===== config.mk =====
export PLATFORM = sky130hd
export DESIGN_NAME = serial_regport
export DESIGN_NICKNAME = d
export VERILOG_FILES = /design/src/rtl/srp_pkg.sv /design/src/rtl/srp_ctrl.sv /design/src/rtl/srp_dpath.sv /design/src/rtl/serial_regport.sv
export SDC_FILE = /design/constraint.sdc
export NUM_CORES = 1
export LEC_CHECK = 0
export ABC_AREA = 1
export BUFFER_PORTS_ARGS = -buffer_cell sky130_fd_sc_hd__buf_2
export CAP_MARGIN = 20
export CORE_MARGIN = 1.5
export CORE_UTILIZATION = 40
export DETAILED_ROUTE_END_ITERATION = 6
export GPL_TIMING_DRIVEN = 0
export PLACE_DENSITY = 0.62
export RECOVER_POWER = 100
export SYNTH_ARGS = -nofsm -noshare
export SYNTH_HDL_FRONTEND = slang
export SYNTH_SLANG_ARGS = --single-unit

===== constraint.sdc =====
create_clock -name clk -period 1.52 [get_ports clk]
set_input_delay 0.304 -clock clk [delete_from_list [all_inputs] [get_ports clk]]
set_output_delay 0.304 -clock clk [all_outputs]
set_load 0.05 [all_outputs]

===== src/rtl/srp_pkg.sv =====
package srp_pkg;
  localparam int REG_W = 8;

  localparam logic [1:0] SEL_COMM  = 2'd0;
  localparam logic [1:0] SEL_SETUP = 2'd1;
  localparam logic [1:0] SEL_DATA  = 2'd2;
  localparam logic [1:0] SEL_AUX   = 2'd3;

  typedef enum logic [1:0] {PH_CMD, PH_WR, PH_RD} phase_t;
  typedef enum logic [1:0] {UPD_IDLE, UPD_PEND, UPD_BLANK} upd_t;

  typedef struct packed {
    logic       shiftIn;
    logic       cmdLoad;
    logic       wrLoad;
    logic       outLoad;
    logic       outShift;
    logic       dataReadActive;
    logic       dataReadDone;
    logic [1:0] sel;
    logic       rd;
  } ctlStrobe_t;
endpackage


===== src/rtl/srp_ctrl.sv =====
module srp_ctrl
  import srp_pkg::*;
#(
  parameter int DATA_W     = 16,
  parameter int RESYNC_LEN = 32
) (
  input  logic             clk,
  input  logic             rstN,
  input  logic             sclkRise,
  input  logic             sclkFall,
  input  logic             csHigh,
  input  logic             dinS,
  input  logic [REG_W-1:0] inByteNext,
  output ctlStrobe_t       stb,
  output logic             doutOe
);
  localparam int CNT_W  = $clog2(DATA_W) + 1;
  localparam int ONES_W = $clog2(RESYNC_LEN) + 1;
  localparam logic [CNT_W-1:0] LAST_REG  = CNT_W'(REG_W - 1);
  localparam logic [CNT_W-1:0] LAST_DATA = CNT_W'(DATA_W - 1);

  phase_t            phase;
  logic [CNT_W-1:0]  bitCnt;
  logic [CNT_W-1:0]  lastBit;
  logic [1:0]        curSel;
  logic              curRd;
  logic              firstFall;
  logic [ONES_W-1:0] onesCnt;

  logic rxEdge, txEdge, resyncHit, frameEnd;
  logic [1:0] newSel;

  assign rxEdge    = sclkRise && !csHigh;
  assign txEdge    = sclkFall && !csHigh;
  assign resyncHit = rxEdge && dinS && (onesCnt == ONES_W'(RESYNC_LEN - 1));
  assign frameEnd  = rxEdge && !resyncHit && (bitCnt == lastBit);
  assign newSel    = inByteNext[6:5];

  function automatic logic [CNT_W-1:0] frameLast(input logic [1:0] s);
    return (s == SEL_DATA) ? LAST_DATA : LAST_REG;
  endfunction

  always_comb begin
    stb.shiftIn        = rxEdge;
    stb.cmdLoad        = frameEnd && (phase == PH_CMD);
    stb.wrLoad         = frameEnd && (phase == PH_WR);
    stb.outLoad        = txEdge && (phase == PH_RD) && firstFall;
    stb.outShift       = txEdge && (phase == PH_RD) && !firstFall;
    stb.dataReadActive = (phase == PH_RD) && (curSel == SEL_DATA);
    stb.dataReadDone   = frameEnd && (phase == PH_RD) && (curSel == SEL_DATA);
    stb.sel            = curSel;
    stb.rd             = curRd;
  end

  assign doutOe = (phase == PH_RD) && !csHigh;

  always_ff @(posedge clk or negedge rstN) begin
    if (!rstN) begin
      phase     <= PH_CMD;
      bitCnt    <= '0;
      lastBit   <= LAST_REG;
      curSel    <= SEL_COMM;
      curRd     <= 1'b0;
      firstFall <= 1'b0;
      onesCnt   <= '0;
    end else if (csHigh) begin
      phase     <= PH_CMD;
      bitCnt    <= '0;
      lastBit   <= LAST_REG;
      firstFall <= 1'b0;
      onesCnt   <= '0;
    end else begin
      if (txEdge && phase == PH_RD) firstFall <= 1'b0;
      if (rxEdge) begin
        onesCnt <= dinS ? onesCnt + 1'b1 : '0;
        if (resyncHit) begin
          phase   <= PH_CMD;
          bitCnt  <= '0;
          lastBit <= LAST_REG;
          onesCnt <= '0;
        end else if (frameEnd) begin
          bitCnt <= '0;
          if (phase == PH_CMD) begin
            curSel <= newSel;
            curRd  <= inByteNext[4];
            if (inByteNext[4]) begin
              phase     <= PH_RD;
              lastBit   <= frameLast(newSel);
              firstFall <= 1'b1;
            end else if (newSel == SEL_COMM) begin
              phase   <= PH_CMD;
              lastBit <= LAST_REG;
            end else begin
              phase   <= PH_WR;
              lastBit <= frameLast(newSel);
            end
          end else begin
            phase   <= PH_CMD;
            lastBit <= LAST_REG;
          end
        end else begin
          bitCnt <= bitCnt + 1'b1;
        end
      end
    end
  end

  AST_CS_ABORT: assert property (@(posedge clk) disable iff (!rstN)
    csHigh |=> (phase == PH_CMD && bitCnt == '0));
  AST_RESYNC_CMD: assert property (@(posedge clk) disable iff (!rstN)
    resyncHit |=> (phase == PH_CMD && bitCnt == '0));
  AST_DATA_FRAME_LEN: assert property (@(posedge clk) disable iff (!rstN)
    (phase == PH_RD && curSel == SEL_DATA) |-> (lastBit == LAST_DATA));
endmodule


===== src/rtl/srp_dpath.sv =====
module srp_dpath
  import srp_pkg::*;
#(
  parameter int DATA_W    = 16,
  parameter int BLANK_CYC = 4
) (
  input  logic              clk,
  input  logic              rstN,
  input  ctlStrobe_t        stb,
  input  logic              dinS,
  input  logic              newSample,
  input  logic [DATA_W-1:0] sampleIn,
  output logic [REG_W-1:0]  inByteNext,
  output logic              dout,
  output logic              drdyN,
  output logic [REG_W-1:0]  setupReg,
  output logic [REG_W-1:0]  auxReg
);
  localparam int PAD_W = DATA_W - REG_W;
  localparam int BCNT_W = $clog2(BLANK_CYC + 1);
  localparam logic [BCNT_W-1:0] BLANK_INIT = BCNT_W'(BLANK_CYC - 1);

  logic [REG_W-1:0]  shIn;
  logic [DATA_W-1:0] outSh;
  logic [DATA_W-1:0] dataReg;
  logic [DATA_W-1:0] sampleBuf;
  logic [BCNT_W-1:0] blankCnt;
  upd_t              updState;
  logic [REG_W-1:0]  commByte;
  logic [DATA_W-1:0] loadWord;

  assign inByteNext = {shIn[REG_W-2:0], dinS};
  assign commByte   = {drdyN, stb.sel, stb.rd, 4'b0000};
  assign dout       = outSh[DATA_W-1];

  always_comb begin
    case (stb.sel)
      SEL_SETUP: loadWord = {setupReg, {PAD_W{1'b0}}};
      SEL_DATA:  loadWord = dataReg;
      SEL_AUX:   loadWord = {auxReg, {PAD_W{1'b0}}};
      default:   loadWord = {commByte, {PAD_W{1'b0}}};
    endcase
  end

  always_ff @(posedge clk or negedge rstN) begin
    if (!rstN) begin
      shIn     <= '0;
      outSh    <= '0;
      setupReg <= '0;
      auxReg   <= '0;
    end else begin
      if (stb.shiftIn) shIn <= inByteNext;
      if (stb.wrLoad) begin
        if (stb.sel == SEL_SETUP) setupReg <= inByteNext;
        if (stb.sel == SEL_AUX)   auxReg   <= inByteNext;
      end
      if (stb.outLoad)       outSh <= loadWord;
      else if (stb.outShift) outSh <= {outSh[DATA_W-2:0], 1'b0};
    end
  end

  always_ff @(posedge clk or negedge rstN) begin
    if (!rstN) begin
      dataReg   <= '0;
      sampleBuf <= '0;
      blankCnt  <= '0;
      updState  <= UPD_IDLE;
      drdyN     <= 1'b1;
    end else begin
      if (stb.dataReadDone) drdyN <= 1'b1;
      if (newSample) begin
        sampleBuf <= sampleIn;
        if (updState == UPD_IDLE) begin
          if (stb.dataReadActive) begin
            updState <= UPD_PEND;
          end else begin
            updState <= UPD_BLANK;
            blankCnt <= BLANK_INIT;
            drdyN    <= 1'b1;
          end
        end
      end else begin
        case (updState)
          UPD_PEND: if (!stb.dataReadActive) begin
            updState <= UPD_BLANK;
            blankCnt <= BLANK_INIT;
            drdyN    <= 1'b1;
          end
          UPD_BLANK: begin
            if (blankCnt != '0) begin
              blankCnt <= blankCnt - 1'b1;
            end else if (!stb.dataReadActive) begin
              dataReg  <= sampleBuf;
              drdyN    <= 1'b0;
              updState <= UPD_IDLE;
            end
          end
          default: ;
        endcase
      end
    end
  end

  AST_DRDY_AFTER_BLANK: assert property (@(posedge clk) disable iff (!rstN)
    $fell(drdyN) |-> ($past(updState) == UPD_BLANK));
  AST_DATA_FROZEN: assert property (@(posedge clk) disable iff (!rstN)
    stb.dataReadActive |=> $stable(dataReg));
  AST_READ_RAISES_DRDY: assert property (@(posedge clk) disable iff (!rstN)
    stb.dataReadDone |=> drdyN);
endmodule


===== src/rtl/serial_regport.sv =====
module serial_regport
  import srp_pkg::*;
#(
  parameter int DATA_W     = 16,
  parameter int RESYNC_LEN = 32,
  parameter int BLANK_CYC  = 4
) (
  input  logic              clk,
  input  logic              rstN,
  input  logic              sclk,
  input  logic              csN,
  input  logic              din,
  input  logic              newSample,
  input  logic [DATA_W-1:0] sampleIn,
  output logic              dout,
  output logic              doutOe,
  output logic              drdyN,
  output logic [REG_W-1:0]  setupReg,
  output logic [REG_W-1:0]  auxReg
);
  logic [1:0] sclkSync, csSync, dinSync;
  logic       sclkPrev;
  logic       sclkRise, sclkFall;
  logic [REG_W-1:0] inByteNext;
  ctlStrobe_t stb;

  always_ff @(posedge clk or negedge rstN) begin
    if (!rstN) begin
      sclkSync <= 2'b11;
      csSync   <= 2'b11;
      dinSync  <= 2'b00;
      sclkPrev <= 1'b1;
    end else begin
      sclkSync <= {sclkSync[0], sclk};
      csSync   <= {csSync[0], csN};
      dinSync  <= {dinSync[0], din};
      sclkPrev <= sclkSync[1];
    end
  end

  assign sclkRise = sclkSync[1] && !sclkPrev;
  assign sclkFall = !sclkSync[1] && sclkPrev;

  srp_ctrl #(.DATA_W(DATA_W), .RESYNC_LEN(RESYNC_LEN)) uCtrl (
    .clk(clk), .rstN(rstN), .sclkRise(sclkRise), .sclkFall(sclkFall),
    .csHigh(csSync[1]), .dinS(dinSync[1]), .inByteNext(inByteNext),
    .stb(stb), .doutOe(doutOe)
  );

  srp_dpath #(.DATA_W(DATA_W), .BLANK_CYC(BLANK_CYC)) uDpath (
    .clk(clk), .rstN(rstN), .stb(stb), .dinS(dinSync[1]),
    .newSample(newSample), .sampleIn(sampleIn), .inByteNext(inByteNext),
    .dout(dout), .drdyN(drdyN), .setupReg(setupReg), .auxReg(auxReg)
  );

  AST_OE_ONLY_READ: assert property (@(posedge clk) disable iff (!rstN)
    doutOe |-> !csSync[1]);
endmodule


---- Yosys cells after proc, flatten, opt, wreduce, memory -nomap -nowiden ----
Cells that the tools add are included.
cells by class
  add/sub/neg operators ................... 3
  equal/unequal tests ..................... 15
  multiplexer cells ....................... 52
  bitwise logic cells ..................... 5
  reduce and logical (&&, ||, !) cells .... 36
operators with widths
  kind                   count
  $mux W5                11
  $pmux W16 S3           1
  $mux W16               2
  $mux W2                12
  $mux W6                4
  $logic_and A1 B1 Y1    16
  $mux W1                14
  $mux W3                4
  $eq A2 B2 Y1 const B   5
  $reduce_and A5 Y1      2
  $ne A3 B3 Y1 const B   3
  $reduce_bool A3 Y1     3
  $add A6 B1 Y6 const B  1
  $eq A2 B1 Y1 const B   3
  $eq A6 B5 Y1 const B   1
  $logic_not A2 Y1       3
  $pmux W3 S2            1
  $reduce_and A2 Y1      3
  $add A5 B1 Y5 const B  1
  $eq A5 B5 Y1           1
  $logic_not A1 Y1       5
  $not A1 Y1             5
  $mux W4                1
  $pmux W2 S2            1
  other kinds (7)        8
storage, ports and cells
  flip-flop bits (word level) ............. 106
  bits of input ports ..................... 22
  output and inout port bits .............. 19
  word-level logic and storage cells ...... 131

---- Longest topological paths before layout ----
  word-level depth ........................ 15
  depth in mapped cells ................... 11
  depth with buffers taken out ............ 11

---- Hierarchy ----
Synthesis repeated with hierarchy kept, for this count alone.
unflattened totals
  cell total of the unflattened synthesis .. 566
  area total of the unflattened synthesis .. 4764.6 µm²
by module, submodules not included
  module          instances  cells an instance  area each (µm²)  sequential area each (µm²)
  srp_dpath       1          405                3495.9           1928.1
  srp_ctrl        1          150                1072.3           450.4
  serial_regport  1          11                 196.4            181.4

---- Worst setup path before layout ----
No wires, ideal clock.
  path kind ............................... register to register
  start point ............................. register uCtrl.onesCnt[0]
  end point ............................... register uDpath.setupReg[5]
  library setup time ...................... 0.120 ns
  arrival ................................. 1.460 ns
  required time ........................... 1.400 ns
  path slack .............................. -0.060 ns
  stages on the path, launching flop included .. 11
  path buffers ............................ 1
  clock period less this slack ............ 1.580 ns
  path through ............................ dfrtp_1 > ha_1 > nand3_1 > nor2_2 > nand2_4 > nand3_4 > nor2_8 > nand2_4 > buf_12 > nand2_2 > o21ai_2
on the way
  cells in the longest elaborated chain, start to end .. 7
ends and longest elaborated chain
  what                                line             text
  from (decl)                         srp_ctrl.sv:28   logic [ONES_W-1:0] onesCnt;
  from (signal assigned)              srp_ctrl.sv:75   onesCnt <= dinS ? onesCnt + 1'b1 : '0;
  $eq A6 B5 Y1                        srp_ctrl.sv:35   assign resyncHit = rxEdge && dinS && (onesCnt == ONES_W'(RESYNC_LEN - 1));
  $logic_and A1 B1 Y1                 srp_ctrl.sv:35
  $logic_not A1 Y1                    srp_ctrl.sv:36   assign frameEnd = rxEdge && !resyncHit && (bitCnt == lastBit);
  $logic_and A1 B1 Y1 (2 in a row)    srp_ctrl.sv:36
  $logic_and A1 B1 Y1                 srp_ctrl.sv:46   stb.wrLoad = frameEnd && (phase == PH_WR);
  $reduce_and A2 Y1 (no source line)  -
  to (signal assigned)                srp_dpath.sv:54  if (stb.sel == SEL_SETUP) setupReg <= inByteNext;
  to (decl)                           srp_dpath.sv:16  output logic [REG_W-1:0] setupReg,
No other way between the ends.
A chain may end at the register's enable or synchronous reset.

---- Worst setup path after layout ----
  start point ............................. register sclkPrev
  end point ............................... register uDpath.setupReg[0]
on the way
  cells in the longest elaborated chain, start to end .. 10
ends and longest elaborated chain
  what                                    line                  text
  from (decl)                             serial_regport.sv:22  logic sclkPrev;
  from (signal assigned)                  serial_regport.sv:37  sclkPrev <= sclkSync[1];
  $logic_not A1 Y1 (*)                    serial_regport.sv:41  assign sclkRise = sclkSync[1] && !sclkPrev;
  $logic_and A1 B1 Y1 (*)                 serial_regport.sv:41
  $logic_and A1 B1 Y1 (*)                 srp_ctrl.sv:33        assign rxEdge = sclkRise && !csHigh;
  $logic_and A1 B1 Y1 (2 in a row)        srp_ctrl.sv:35
  $logic_not A1 Y1                        srp_ctrl.sv:36
  $logic_and A1 B1 Y1 (*) (2 in a row)    srp_ctrl.sv:36
  $logic_and A1 B1 Y1 (*)                 srp_ctrl.sv:46
  $reduce_and A2 Y1 (no source line) (*)  -
Mark *: on every way between the ends. The rest lies on a longest branch, timed or not.

==> results.md <==
- VDD IR-drop max: around 560 uV
- DP Area: 0.005012 mm^2
- Antenna cell count: 0
- CTS tree: yes
- Top cell family by delay on the critical path: simple AND/OR/NAND/NOR gates
- Die width: around 110 um
- P&R area growth vs syn: 29.24%
- Synthesized cell area: between 0.004 and 0.005 mm^2
- Critical Path Max Stage Delay: between 0.5 and 0.6 ns
- Slew Limit Fails: 0
- Vias in the first global route: 3543
- Metal2 WL: about 5.6 mm
- Crit path kind: reg2reg
- Buffers on Ports: 40
- CTS sink count: slightly above 100
- Antenna violations before repair: 0
- Internal power: 5081 uW
- Largest net degree at the start of global routing: between 50 and 60
- DIE HEIGHT: approximately 110 um
- Seq/Total Area, Yosys: between 50% and 60%
- Drt via density: between 5 and 6
- Row count: 38
- Final worst slack: -0.1084 ns
- Max clock buf depth: 2
- Starting density of the core: between 40% and 50%
- Reg clk slew, reported paths: 0.07 ns
- Via count: approximately 3.7k
- Max H-tree Level: 3
- TNS Setup: -1.487 ns
- CP most frequent cell: nand3_4
- Final core occ: 53.89%
- Synth Area per Inst: slightly above 9 um^2
- Uppermost layer routed: met4
- Crit share post-route: 107.1%
- Unrepaired setup endpoints after global routing: true
- Sequence of cells on the critical path: inv_4, nand3_4, nor2_4, nand2_4, nand3_4, nor2_8, nand2_8, buf_6, nand2_2, o21ai_2
- Skew-Pair Late Insertion Delay: ~0.34 ns
- Placer congestion estimate: about 0.8
- PD cells: roughly 1200 mW/mm^2
- Final cell area excluding filler cells: 0.005944 mm^2
- Final count of negative-setup-slack endpoints: 23
- DR WL met3: around 400 um
- Post-route ant nets: 0
- Combinational share of power: a little under a fifth
- Dpl cells: 685
- Floorplan Core Area: between 0.01 and 0.015 mm^2
- Grt ovf: 0
- DR pass1 iterations: 7
- Area of the die: around 0.012 mm^2
- Switching power: 2059 uW
- Crit-path max FO: 4
- Pleak: 0.002833 uW
- Net Count, Synth: between 500 and 600
- Yosys warnings: 0
- Max-cap check violation count: 0
- Worst Hold Class: in2reg
- Post-Route WL: between 10 and 15 mm
- Global-route usage over all layers: between 10% and 20%
- Root buffer cell: clkbuf_16
- Sum of buffers and inverters on the critical path: 2
- DPL Wire Length: 7.188 mm
- Worst reg2reg setup slack: -0.11 ns
- Skew final: roughly 0.0073 ns
- Failing checks: setup timing
- CP startpoint kind: flop
- Sw Share: just under 30%
- Fmax: approximately 0.61 GHz
- Routed wire per std cell: around 15 um
- Synth cell types: 36
- CTS Buf Count: 9
- Slowest CP cell: dfstp_2
- First-pass GRT wire length: roughly 17 mm
- Layout cell share with drive strength beyond 1: 34.12%
- Met1 WL: around 4.8 mm
- Tmin final: between 1.5 and 2 ns
- Final hold viol count: 0
- Worst slack, placed: -0.1592 ns
- CP Data Required Time: ~1.8 ns
- DRC violations left: 0
- Worst Tran Pin Value: roughly 1.3 ns
- Relative max-transition margin: 12.38%
- WP data arrival: 1.86 ns
- Non-Filler Instances: 735
- Cts hold-fix bufs: 0
- Clk pwr share: between 30% and 40%
- 1st-iter DRT viols: around 160
- Nets: roughly 620
- CP Capture Type: flop
- Reg power frac: between 40% and 50%
- I/O pin count: 41
- #FFs+latches synth: slightly above 100
- Mapped Cells: 504
- Status: finished, violations left
==> final cells by class <==
type | instances | area (um^2)
Clock inverter | 5 | 82.58
Inverter | 60 | 241.5
Sequential cell | 102 | 2560
Buffer | 15 | 123.9
Fill cell | 994 | 5086
Timing Repair Buffer | 75 | 538.0
Multi-Input combinational cell | 327 | 1981
Clock buffer | 11 | 242.7
Tap cell | 140 | 175.2
==> synth_stat cells, drive strengths merged <==
library cell / count / area (um^2)
nor2: 35 / 177.7
a21oi: 22 / 110.1
xnor2: 1 / 8.760
dfrtp: 96 / 2402
o21a: 1 / 7.510
dfstp: 6 / 157.7
nand3: 26 / 155.2
o22ai: 2 / 12.51
nand4: 4 / 25.02
nand2: 136 / 550.5
a22oi: 1 / 7.510
a32o: 1 / 10.01
a31oi: 7 / 43.79
clkinv: 2 / 8.750
ha: 7 / 87.58
nor3: 1 / 16.27
o211ai: 2 / 15.01
inv: 58 / 217.7
nor4: 1 / 12.51
or2: 2 / 12.51
xor2: 4 / 35.03
clkbuf: 5 / 18.77
o21ai: 73 / 417.9
buf: 10 / 80.08
o2111ai: 1 / 8.760
==> logic make-up after synthesis <==
family	Yosys count	share of synthesized area, %
AO/OA/AOI/OAI	110	13.77
AND/OR/NAND/NOR	205	20.65
flip-flops	102	55.66
buffers and inverters	75	7.073
adder cells (fa/ha/maj)	7	1.904
XOR/XNOR	5	0.9521
==> flip-flops by register name, indices dropped and copies added (netlist names) <==
register	flops
sclkSync	2
uCtrl.firstFall	1
uDpath.setupReg	8
uCtrl.lastBit	1
uCtrl.curRd	1
uDpath.blankCnt	3
uDpath.updState	2
dinSync	2
uCtrl.bitCnt	5
uCtrl.curSel	2
uDpath.drdyN	1
uDpath.auxReg	8
uCtrl.phase	2
uDpath.sampleBuf	16
uDpath.dataReg	16
csSync	2
uDpath.shIn	7
uCtrl.onesCnt	6
sclkPrev	1
uDpath.outSh	16
==> metrics by stage <==
| step | hold WS (ns) | power (uW) |
|---|---|---|
| after floorplan | 0.008409 | 3997 |
| after global placement | 0.3329 | 4299 |
| after detailed placement | 0.3370 | 4357 |
| after CTS | 0.02603 | 6935 |
| after global routing | 0.04893 | 7524 |
| final | 0.05438 | 7139 |
==> per-layer routing <==
layer / vias to the layer above / track usage (%)
met4: 0 / 4.945
met1: 1842 / 25.45
met5: - / 0
li1: 1811 / -
met2: 54 / 31.06
met3: 12 / 3.586
==> path summary, 6_finish.rpt <==
| check | start | endpoint | cells past startpoint |
|---|---|---|---|
| setup / recovery | sclkPrev | uDpath.setupReg[0] | 10 |
| hold / removal | sclk | sclkSync[0] | 1 |
| setup reg to reg | sclkPrev | uDpath.setupReg[0] | 10 |
| hold reg to reg | dinSync[0] | dinSync[1] | 0 |
| max in group asynchronous | rstN | sclkSync[1] | 2 |
| min in group asynchronous | rstN | uDpath.auxReg[0] | 1 |
==> worst reg2reg max path: stages, from the launching register on <==
cell and delay (ns):
dfstp_2 0.55, inv_4 0.05, nand3_4 0.10, nor2_4 0.06, nand2_4 0.09, nand3_4 0.10, nor2_8 0.19, nand2_8 0.10
buf_6 0.15, nand2_2 0.06, o21ai_2 0.05
==> what timing repair did <==
| action | 4_1_cts | 5_1_grt |
|---|---|---|
| setup endpoints to repair | 56 | 64 |
| setup buffers | 20 | 12 |
| endpoints found under the hold margin | 0 | 0 |
| pin swaps | 11 | 13 |
| gates resized for setup | 40 | 59 |
| gates cloned | 1 | 1 |
==> cell usage in the layout (no fill, tap or decap), types with 3 or more instances in the layout <==
cell type	n
clkbuf_1	5
nand4_1	4
nand2_1	112
nor2_1	22
dfrtp_1	96
clkbuf_16	10
o21ai_0	44
nand3_4	4
buf_2	43
a31oi_1	7
a21oi_1	13
buf_4	30
ha_1	3
o21ai_1	10
nor2_4	9
nand2_2	13
inv_4	3
buf_6	6
inv_1	44
dfstp_2	6
a21oi_2	9
ha_2	3
nand3_1	20
nor2_2	3
o21ai_2	18
nand2_4	9
xor2_1	4
inv_2	10
==> power groups by stage <==
stage / Combinational (uW) / Sequential [uW] / Clock, uW
after floorplan: 679 / 3320 / 0
after global placement: 946 / 3350 / 0
after detailed placement: 991 / 3370 / 0
after CTS: 1070 / 3320 / 2540
after global routing: 1500 / 3380 / 2650
final: 1300 / 3340 / 2500
(Power assumes the default switching activity.)
